## config.mk

```make
export PLATFORM = sky130hd
export DESIGN_NAME = ipf_stream_buf
export DESIGN_NICKNAME = d
export VERILOG_FILES = /design/src/rtl/ipf_pkg.sv /design/src/rtl/ipf_sbuf.sv /design/src/rtl/ipf_seq.sv /design/src/rtl/ipf_stream_buf.sv
export SDC_FILE = /design/constraint.sdc
export NUM_CORES = 1
export LEC_CHECK = 0
export ABC_AREA = 0
export BUFFER_PORTS_ARGS = -buffer_cell sky130_fd_sc_hd__buf_2
export CAP_MARGIN = 20
export CORE_MARGIN = 2
export CORE_UTILIZATION = 38
export CTS_CLUSTER_SIZE = 10
export DETAILED_ROUTE_END_ITERATION = 12
export SLEW_MARGIN = 20
export SYNTH_ARGS = -nofsm -noshare
export SYNTH_HDL_FRONTEND = slang
export SYNTH_HIERARCHICAL = 1
export SYNTH_SLANG_ARGS = --single-unit
```

## constraint.sdc

```tcl
create_clock -name clk -period 2 [get_ports clk]
set_input_delay 0.5 -clock clk [delete_from_list [all_inputs] [get_ports clk]]
set_output_delay 0.5 -clock clk [all_outputs]
set_load 0.01 [all_outputs]
```

## src/rtl/ipf_pkg.sv

```systemverilog
package ipf_pkg;

  typedef enum logic [2:0] {
    S_IDLE,
    S_DREQ,
    S_DWAIT,
    S_FILL,
    S_PREQ,
    S_PWAIT
  } seq_state_e;

  // successor block address; caller truncates to its own width (wraps)
  function automatic logic [31:0] blk_succ(input logic [31:0] b);
    return b + 32'd1;
  endfunction

endpackage

```

## src/rtl/ipf_sbuf.sv

```systemverilog
module ipf_sbuf #(
  parameter int BAW = 10,
  parameter int DW  = 32
) (
  input  logic           clk,
  input  logic           rst_n,
  input  logic           clr,
  input  logic           wr,
  input  logic [BAW-1:0] wtag,
  input  logic [DW-1:0]  wdata,
  input  logic [BAW-1:0] look_blk,
  output logic           match,
  output logic [DW-1:0]  rdata
);

  logic           vld_q;
  logic [BAW-1:0] tag_q;
  logic [DW-1:0]  dat_q;

  always_ff @(posedge clk) begin
    if (!rst_n) begin
      vld_q <= 1'b0;
      tag_q <= '0;
      dat_q <= '0;
    end else if (wr) begin
      vld_q <= 1'b1;
      tag_q <= wtag;
      dat_q <= wdata;
    end else if (clr) begin
      vld_q <= 1'b0;
    end
  end

  assign match = vld_q && (tag_q == look_blk);
  assign rdata = dat_q;

endmodule

```

## src/rtl/ipf_seq.sv

```systemverilog
module ipf_seq
  import ipf_pkg::*;
#(
  parameter int BAW = 10,
  parameter int DW  = 32
) (
  input  logic           clk,
  input  logic           rst_n,
  input  logic           lk_valid,
  input  logic [BAW-1:0] lk_blk,
  output logic           lk_ready,
  input  logic           sb_match,
  input  logic [DW-1:0]  sb_data,
  output logic           sb_clr,
  output logic           sb_wr,
  output logic [BAW-1:0] sb_wtag,
  output logic [DW-1:0]  sb_wdata,
  output logic           fill_valid,
  input  logic           fill_ready,
  output logic [BAW-1:0] fill_blk,
  output logic [DW-1:0]  fill_data,
  output logic           fill_from_buf,
  output logic           mem_req,
  input  logic           mem_gnt,
  output logic [BAW-1:0] mem_blk,
  input  logic           mem_rvalid,
  input  logic [DW-1:0]  mem_rdata,
  output logic           ev_accept,
  output logic           ev_sb_hit,
  output logic           ev_pf_drop
);

  seq_state_e     st_q;
  logic [BAW-1:0] tgt_q, dem_q, fblk_q;
  logic [DW-1:0]  fdat_q;
  logic           pend_q, join_q, fbuf_q;

  logic in_pf, pf_rsp, pend_now, join_now;

  assign in_pf     = (st_q == S_PREQ) || (st_q == S_PWAIT);
  assign lk_ready  = (st_q == S_IDLE) || (in_pf && !pend_q);
  assign ev_accept = lk_valid && lk_ready;
  assign ev_sb_hit = ev_accept && (st_q == S_IDLE) && sb_match;

  assign pf_rsp    = (st_q == S_PWAIT) && mem_rvalid;
  assign pend_now  = pend_q || (ev_accept && in_pf);
  assign join_now  = pend_q ? join_q : (lk_blk == tgt_q);
  assign ev_pf_drop = pf_rsp && pend_now && !join_now;

  assign sb_clr   = ev_accept;
  assign sb_wr    = pf_rsp && !pend_now;
  assign sb_wtag  = tgt_q;
  assign sb_wdata = mem_rdata;

  assign mem_req = (st_q == S_DREQ) || (st_q == S_PREQ);
  assign mem_blk = tgt_q;

  assign fill_valid    = (st_q == S_FILL);
  assign fill_blk      = fblk_q;
  assign fill_data     = fdat_q;
  assign fill_from_buf = fbuf_q;

  always_ff @(posedge clk) begin
    if (!rst_n) begin
      st_q   <= S_IDLE;
      tgt_q  <= '0;
      dem_q  <= '0;
      fblk_q <= '0;
      fdat_q <= '0;
      pend_q <= 1'b0;
      join_q <= 1'b0;
      fbuf_q <= 1'b0;
    end else begin
      unique case (st_q)
        S_IDLE: if (ev_accept) begin
          if (sb_match) begin
            st_q   <= S_FILL;
            fblk_q <= lk_blk;
            fdat_q <= sb_data;
            fbuf_q <= 1'b1;
          end else begin
            st_q  <= S_DREQ;
            tgt_q <= lk_blk;
          end
        end
        S_DREQ: if (mem_gnt) st_q <= S_DWAIT;
        S_DWAIT: if (mem_rvalid) begin
          st_q   <= S_FILL;
          fblk_q <= tgt_q;
          fdat_q <= mem_rdata;
          fbuf_q <= 1'b0;
        end
        S_FILL: if (fill_ready) begin
          st_q  <= S_PREQ;
          tgt_q <= BAW'(blk_succ(32'(fblk_q)));
        end
        S_PREQ: begin
          if (ev_accept && !mem_gnt) begin
            st_q  <= S_DREQ;          // prefetch withdrawn, demand first
            tgt_q <= lk_blk;
          end else if (mem_gnt) begin
            st_q <= S_PWAIT;
            if (ev_accept) begin
              pend_q <= 1'b1;
              join_q <= (lk_blk == tgt_q);
              dem_q  <= lk_blk;
            end
          end
        end
        S_PWAIT: begin
          if (pf_rsp) begin
            pend_q <= 1'b0;
            if (pend_now && join_now) begin
              st_q   <= S_FILL;
              fblk_q <= tgt_q;
              fdat_q <= mem_rdata;
              fbuf_q <= 1'b0;
            end else if (pend_now) begin
              st_q  <= S_DREQ;
              tgt_q <= pend_q ? dem_q : lk_blk;
            end else begin
              st_q <= S_IDLE;
            end
          end else if (ev_accept) begin
            pend_q <= 1'b1;
            join_q <= (lk_blk == tgt_q);
            dem_q  <= lk_blk;
          end
        end
        default: st_q <= S_IDLE;
      endcase
    end
  end

endmodule

```

## src/rtl/ipf_stream_buf.sv

```systemverilog
module ipf_stream_buf #(
  parameter int BAW = 10,
  parameter int DW  = 32
) (
  input  logic           clk,
  input  logic           rst_n,
  input  logic           lk_valid,
  input  logic [BAW-1:0] lk_blk,
  output logic           lk_ready,
  output logic           lk_done,
  output logic [DW-1:0]  lk_data,
  output logic           lk_from_buf,
  output logic           fill_valid,
  input  logic           fill_ready,
  output logic [BAW-1:0] fill_blk,
  output logic [DW-1:0]  fill_data,
  output logic           mem_req,
  input  logic           mem_gnt,
  output logic [BAW-1:0] mem_blk,
  input  logic           mem_rvalid,
  input  logic [DW-1:0]  mem_rdata
);

  logic           sb_match, sb_clr, sb_wr;
  logic [DW-1:0]  sb_data, sb_wdata;
  logic [BAW-1:0] sb_wtag;
  logic           ev_accept, ev_sb_hit, ev_pf_drop;

  ipf_sbuf #(.BAW(BAW), .DW(DW)) u_sbuf (
    .clk(clk), .rst_n(rst_n), .clr(sb_clr), .wr(sb_wr),
    .wtag(sb_wtag), .wdata(sb_wdata), .look_blk(lk_blk),
    .match(sb_match), .rdata(sb_data)
  );

  ipf_seq #(.BAW(BAW), .DW(DW)) u_seq (
    .clk(clk), .rst_n(rst_n),
    .lk_valid(lk_valid), .lk_blk(lk_blk), .lk_ready(lk_ready),
    .sb_match(sb_match), .sb_data(sb_data), .sb_clr(sb_clr),
    .sb_wr(sb_wr), .sb_wtag(sb_wtag), .sb_wdata(sb_wdata),
    .fill_valid(fill_valid), .fill_ready(fill_ready),
    .fill_blk(fill_blk), .fill_data(fill_data), .fill_from_buf(lk_from_buf),
    .mem_req(mem_req), .mem_gnt(mem_gnt), .mem_blk(mem_blk),
    .mem_rvalid(mem_rvalid), .mem_rdata(mem_rdata),
    .ev_accept(ev_accept), .ev_sb_hit(ev_sb_hit), .ev_pf_drop(ev_pf_drop)
  );

  assign lk_done = fill_valid && fill_ready;
  assign lk_data = fill_data;

endmodule

```

# Word level (Yosys, flattened, before mapping)
# Cells that the tools add are included.
dict set report classes {
  n_eq_ne 22
  n_mux 56
  reduce_logical 26
  n_addsub 1
}
# cell count
set op_table {}
lappend op_table {{$mux 10} 17}
lappend op_table {{$mux 32} 5}
lappend op_table {{$pmux 32 s3} 1}
lappend op_table {{$pmux 10 s4} 1}
lappend op_table {{$pmux 10 s3} 1}
lappend op_table {{$mux 3} 8}
lappend op_table {{$eq 10x10->1} 2}
lappend op_table {{$ne 2x2->1 const B} 10}
lappend op_table {{$pmux 10 s2} 1}
lappend op_table {{$pmux 3 s6} 1}
lappend op_table {{$mux 1} 17}
lappend op_table {{$reduce_and 6->1} 2}
lappend op_table {{$add 10x1->10 const B} 1}
lappend op_table {{$logic_and 1x1->1} 9}
lappend op_table {{$ne 2x1->1 const B} 4}
lappend op_table {{$reduce_and 8->1} 1}
lappend op_table {{$eq 3x2->1 const B} 2}
lappend op_table {{$eq 3x3->1 const B} 2}
lappend op_table {{$logic_or 1x1->1} 4}
lappend op_table {{$pmux 1 s2} 2}
lappend op_table {{$reduce_and 4->1} 1}
lappend op_table {{$reduce_bool 2->1} 2}
lappend op_table {{$reduce_bool 4->1} 1}
lappend op_table {{$eq 3x1->1 const B} 1}
lappend op_table {{7 further kinds} 9}
dict set report word_totals {
  output_inout_bits 89
  in_bits 48
  wordCells 116
  regBits 111
}

# Logic depth before layout (Yosys ltp)
dict set report logic_depth {
  ltp_word 11
  depth_mapped 10
  mapped_depth_nobuf 8
}

# Modules after synthesis
# The synthesis kept the hierarchy.
# mod area_each_um2 seq_area_each_um2 cells_each n_inst
set modules_own_cells {}
lappend modules_own_cells {ipf_seq 5152.4 1361.3 625 1}
lappend modules_own_cells {ipf_sbuf 1774.2 860.8 152 1}
lappend modules_own_cells {ipf_stream_buf 246.5 0.0 33 1}

# Worst setup path after synthesis
# Ideal clock, no wire load.
dict set report synth_timing {
  kind {in2reg}
  startpoint {input port lk_blk[7]}
  endpoint {register u_seq.fdat_q[0], in the netlist u_seq/fill_data[0]}
  setup_ps 122
  slack_ps -61
  path_stages 7
  path_buffers 2
  arrival_time_ps 1939
  t_required_ps 1878
  cell_sequence {xor2_1 -> nor4_4 -> nand3_4 -> and2_1 -> buf_6 -> buf_6 -> o311a_1}
}
dict set report synth_between {
  elab_chain_cells 5
  word_cells_on_any_way 8
  cone_classes {4 x eq/ne; 1 x mux; 3 x reduce/logical}
}
# element line
set synth_lines {}
lappend synth_lines {{from (decl)} ipf_stream_buf.sv:8} ;# input logic [BAW-1:0] lk_blk,
lappend synth_lines {{$eq 10x10->1} ipf_seq.sv:47} ;# assign join_now = pend_q ? join_q : (lk_blk == tgt_q);
lappend synth_lines {{$mux 1} ipf_seq.sv:47}
lappend synth_lines {{$logic_and 1x1->1} ipf_seq.sv:113} ;# if (pend_now && join_now) begin
lappend synth_lines {{$ne 2x2->1 (no source line)} --}
lappend synth_lines {{$reduce_and 6->1 (no source line) *} --}
lappend synth_lines {{to (signal assigned)} ipf_seq.sv:79} ;# fdat_q <= sb_data;
lappend synth_lines {{to (signal assigned)} ipf_seq.sv:90} ;# fdat_q <= mem_rdata;
lappend synth_lines {{to (signal assigned)} ipf_seq.sv:116} ;# fdat_q <= mem_rdata;
lappend synth_lines {{to (decl)} ipf_seq.sv:35} ;# logic [DW-1:0] fdat_q;
# Mark *: on every way between the ends. The rest lies on a longest branch, timed or not.
# A chain may end at the register's enable or synchronous reset.

# Worst setup path after layout
dict set report layout_timing {
  startpoint {register u_sbuf.tag_q[4]}
  endpoint {register u_seq.fdat_q[8], in the netlist u_seq/fill_data[8]}
}
dict set report layout_between {
  elab_chain_cells 4
}
# element line
set layout_lines {}
lappend layout_lines {{from (decl)} ipf_sbuf.sv:17} ;# logic [BAW-1:0] tag_q;
lappend layout_lines {{from (signal assigned)} ipf_sbuf.sv:27} ;# tag_q <= wtag;
lappend layout_lines {{$eq 10x10->1} ipf_sbuf.sv:34} ;# assign match = vld_q && (tag_q == look_blk);
lappend layout_lines {{$logic_and 1x1->1} ipf_sbuf.sv:34}
lappend layout_lines {{net sb_match} ipf_stream_buf.sv:24} ;# logic sb_match, sb_clr, sb_wr;
lappend layout_lines {{$ne 2x2->1 (no source line)} --}
lappend layout_lines {{$reduce_and 6->1 (no source line)} --}
# The timed path passes the listed nets, and every way through them passes these cells.

==> impl_metrics.csv <==
group,metric,value,unit
status,status,"finished with violations",
status,failed_checks,"setup timing",
worst_setup_path,cp-end-kind,"flip-flop",
worst_hold_path,min_path_cells,3,
global_routing,antenna_found_initial,1,
routing,route.met3.wl,1.138,mm
global_routing,grt_start_max_net_pins,57,
placement,gp_congestion,0.8458,
global_routing,grt_overflow,0,
sta,hold_slack,0.4361,ns
routing,drt_iter0_markers,456,
cts,cts_max_path_buffers,2,
worst_setup_path,crit_chain,"xnor2_2, nand4_1, nor3_2, and4b_2, buf_4, o21a_4, buf_12, clkbuf_16, a2bb2oi_2, o311a_1",
cells_and_area,final_layout_size_suffix_gt1_share,39.27,%
cts,clock_latency,0.36,ns
routing,wl_met1,9.682,mm
cts,cts-buffers-inserted,9,
power_and_ir_drop,p_leak,3.481,nW
worst_setup_path,cp.depth,10,
sta,setup_slack,-0.1076,ns
routing,dr_wl_met2,9.702,mm
routing,num_vias,6324,
sta,max_freq,474.5,MHz
placement,dp.cells,1113,
synthesis,synth_area,7158,um2
synthesis,synth.yosys.warnings,6,
cells_and_area,stdcell_area,8613,um2
routing,routedWlPerCell,18.35,um
placement,placed_cell_area,7914,um2
run,maxCapViolations,0,
cts,holdBufCountCts,0,
power_and_ir_drop,p_total,7.440,mW
worst_setup_path,critPathKind,"flip-flop to flip-flop",
routing,top_layer,"met4",
cells_and_area,final_common_cell,"buf_2",
cts,cts_root_buf,"clkbuf_16",
cts,cts_num_sinks,111,
synthesis,synth_nets,856,
sta,rsz0062_at_grt,"yes",
cts,htree_levels,3,
worst_setup_path,worstRegToRegCells,10,
routing,drt-total-wl,20.98,mm
sta,layout_min_cycle_time,2.108,ns
cells_and_area,final_cell_mix,"136 x buf_2, 105 x dfxtp_1, 86 x nor2_1",
worst_setup_path,required,2.31,ns
worst_setup_path,start_kind,"flip-flop",
routing,drc,0,
sta,worstMarginPinSlew,0.5483,ns
power_and_ir_drop,powerDensity,863.8,nW/um2
power_and_ir_drop,clockPowerShare,26.8,%
die,die_y,141.3,um
routing,drtAntennaViolNets,0,
worst_setup_path,crit_fanout,8,
power_and_ir_drop,comb_power_share,38.2,%
placement,post-place-ws,-0.4150,ns
sta,setup_viol,42,
routing,first_pass_iters,5,
power_and_ir_drop,sw_frac_of_total,34.47,%
power_and_ir_drop,irDropWorstVdd,0.4466,mV
cts,cts_tree,"done",
synthesis,avgSynthCellArea,8.870,um2
power_and_ir_drop,intPower,4.875,mW
power_and_ir_drop,seqPwrFrac,35.0,%
die,num_rows,50,
worst_setup_path,slowest_stage,"dfxtp_2",
cells_and_area,num_antenna_cells,0,
cells_and_area,stdcell_count,1143,
sta,period_share,105.4,%
worst_setup_path,arrival,2.41,ns
sta,fin_setup_tns,-2.234,ns
die,start_util,38.53,%
worst_setup_path,cp_slowest_stage_delay,0.34,ns
cells_and_area,fin_nets,953,
cells_and_area,fin_util,46.36,%
worst_hold_path,hp-class,"input port to flip-flop",
global_routing,grt_pass1_wl,32.40,mm
cts,clk_pin_slew,0.08,ns
die,coreArea,18580,um2
sta,final-hold-violation-count,0,
sta,slew_viol_final,0,
placement,numPortBuffers,136,
worst_setup_path,crit_buf_inv,3,
worst_setup_path,cpLargestDelayFamily,"simple AND/OR/NAND/NOR gates",
die,die-area,19950,um2
power_and_ir_drop,p_switching,2.565,mW
sta,slew_headroom,63.45,%
global_routing,grt_usage,20.41,%
sta,skew,0.01196,ns
routing,via_per_inst,5.533,
cells_and_area,area_growth,20.33,%
placement,hpwl,14.29,mm
die,io_pins,137,
synthesis,syn_inst,807,
global_routing,first_global_vias,5920,
die,fp.dieW,141.3,um
## final cells by class
cell class	instances	area (um2)
repair buffers	233	1620
flip-flops and latches	111	2235
multi-input cells	542	4119
clock inverters	5	87.58
clock buffers	11	232.7
fillers	1788	9967
inverters	7	26.28
well taps	234	292.8
## registers in the layout (all words and copies together), names as in the netlist
| name | flops |
|---|---|
| u_sbuf/rdata | 32 |
| u_seq/fill_data | 32 |
| u_sbuf/tag_q | 10 |
| u_seq/dem_q | 10 |
| u_seq/fill_blk | 10 |
| u_seq/mem_blk | 10 |
| u_seq/st_q | 3 |
| u_sbuf/vld_q | 1 |
| u_seq/fill_from_buf | 1 |
| u_seq/join_q | 1 |
| u_seq/pend_q | 1 |
## per-layer routing
layer	vias to the layer above	GRT usage, %
met3	31	3.746
li1	3073	-
met4	0	7.053
met2	213	32.81
met1	3007	27.62
met5	-	0
## power by group through the flow
| stage | combinational, mW | sequential (mW) | clock, mW |
|---|---|---|---|
| floorplan | 1.74 | 2.71 | 0 |
| global placement | 2.56 | 2.65 | 0 |
| detailed placement | 2.57 | 2.65 | 0 |
| CTS | 2.65 | 2.60 | 2.04 |
| global route | 3.06 | 2.63 | 2.11 |
| finish | 2.84 | 2.60 | 1.99 |
## final timing paths
| check | from | end | slack, ns |
|---|---|---|---|
| hold reg to reg | u_seq/dem_q[3] | u_seq/dem_q[3] | 0.50 |
| setup reg to reg | u_sbuf/tag_q[4] | u_seq/fill_data[8] | -0.11 |
| setup / recovery | u_sbuf/tag_q[4] | u_seq/fill_data[8] | -0.11 |
| hold / removal | mem_rdata[27] | u_sbuf/rdata[27] | 0.44 |
## tightest hold or removal path: stages
cell     delay [ns]
buf_2          0.10
mux2i_1        0.07
nor2b_1        0.10
## timing repair
item	4_1_cts	5_1_grt
setup buffers	6	2
gates cloned	2	4
endpoints found under the hold margin	0	0
endpoints found under the setup margin	55	55
pin swaps	9	16
resized for setup	22	26
Power figures use the tool's default switching activity.
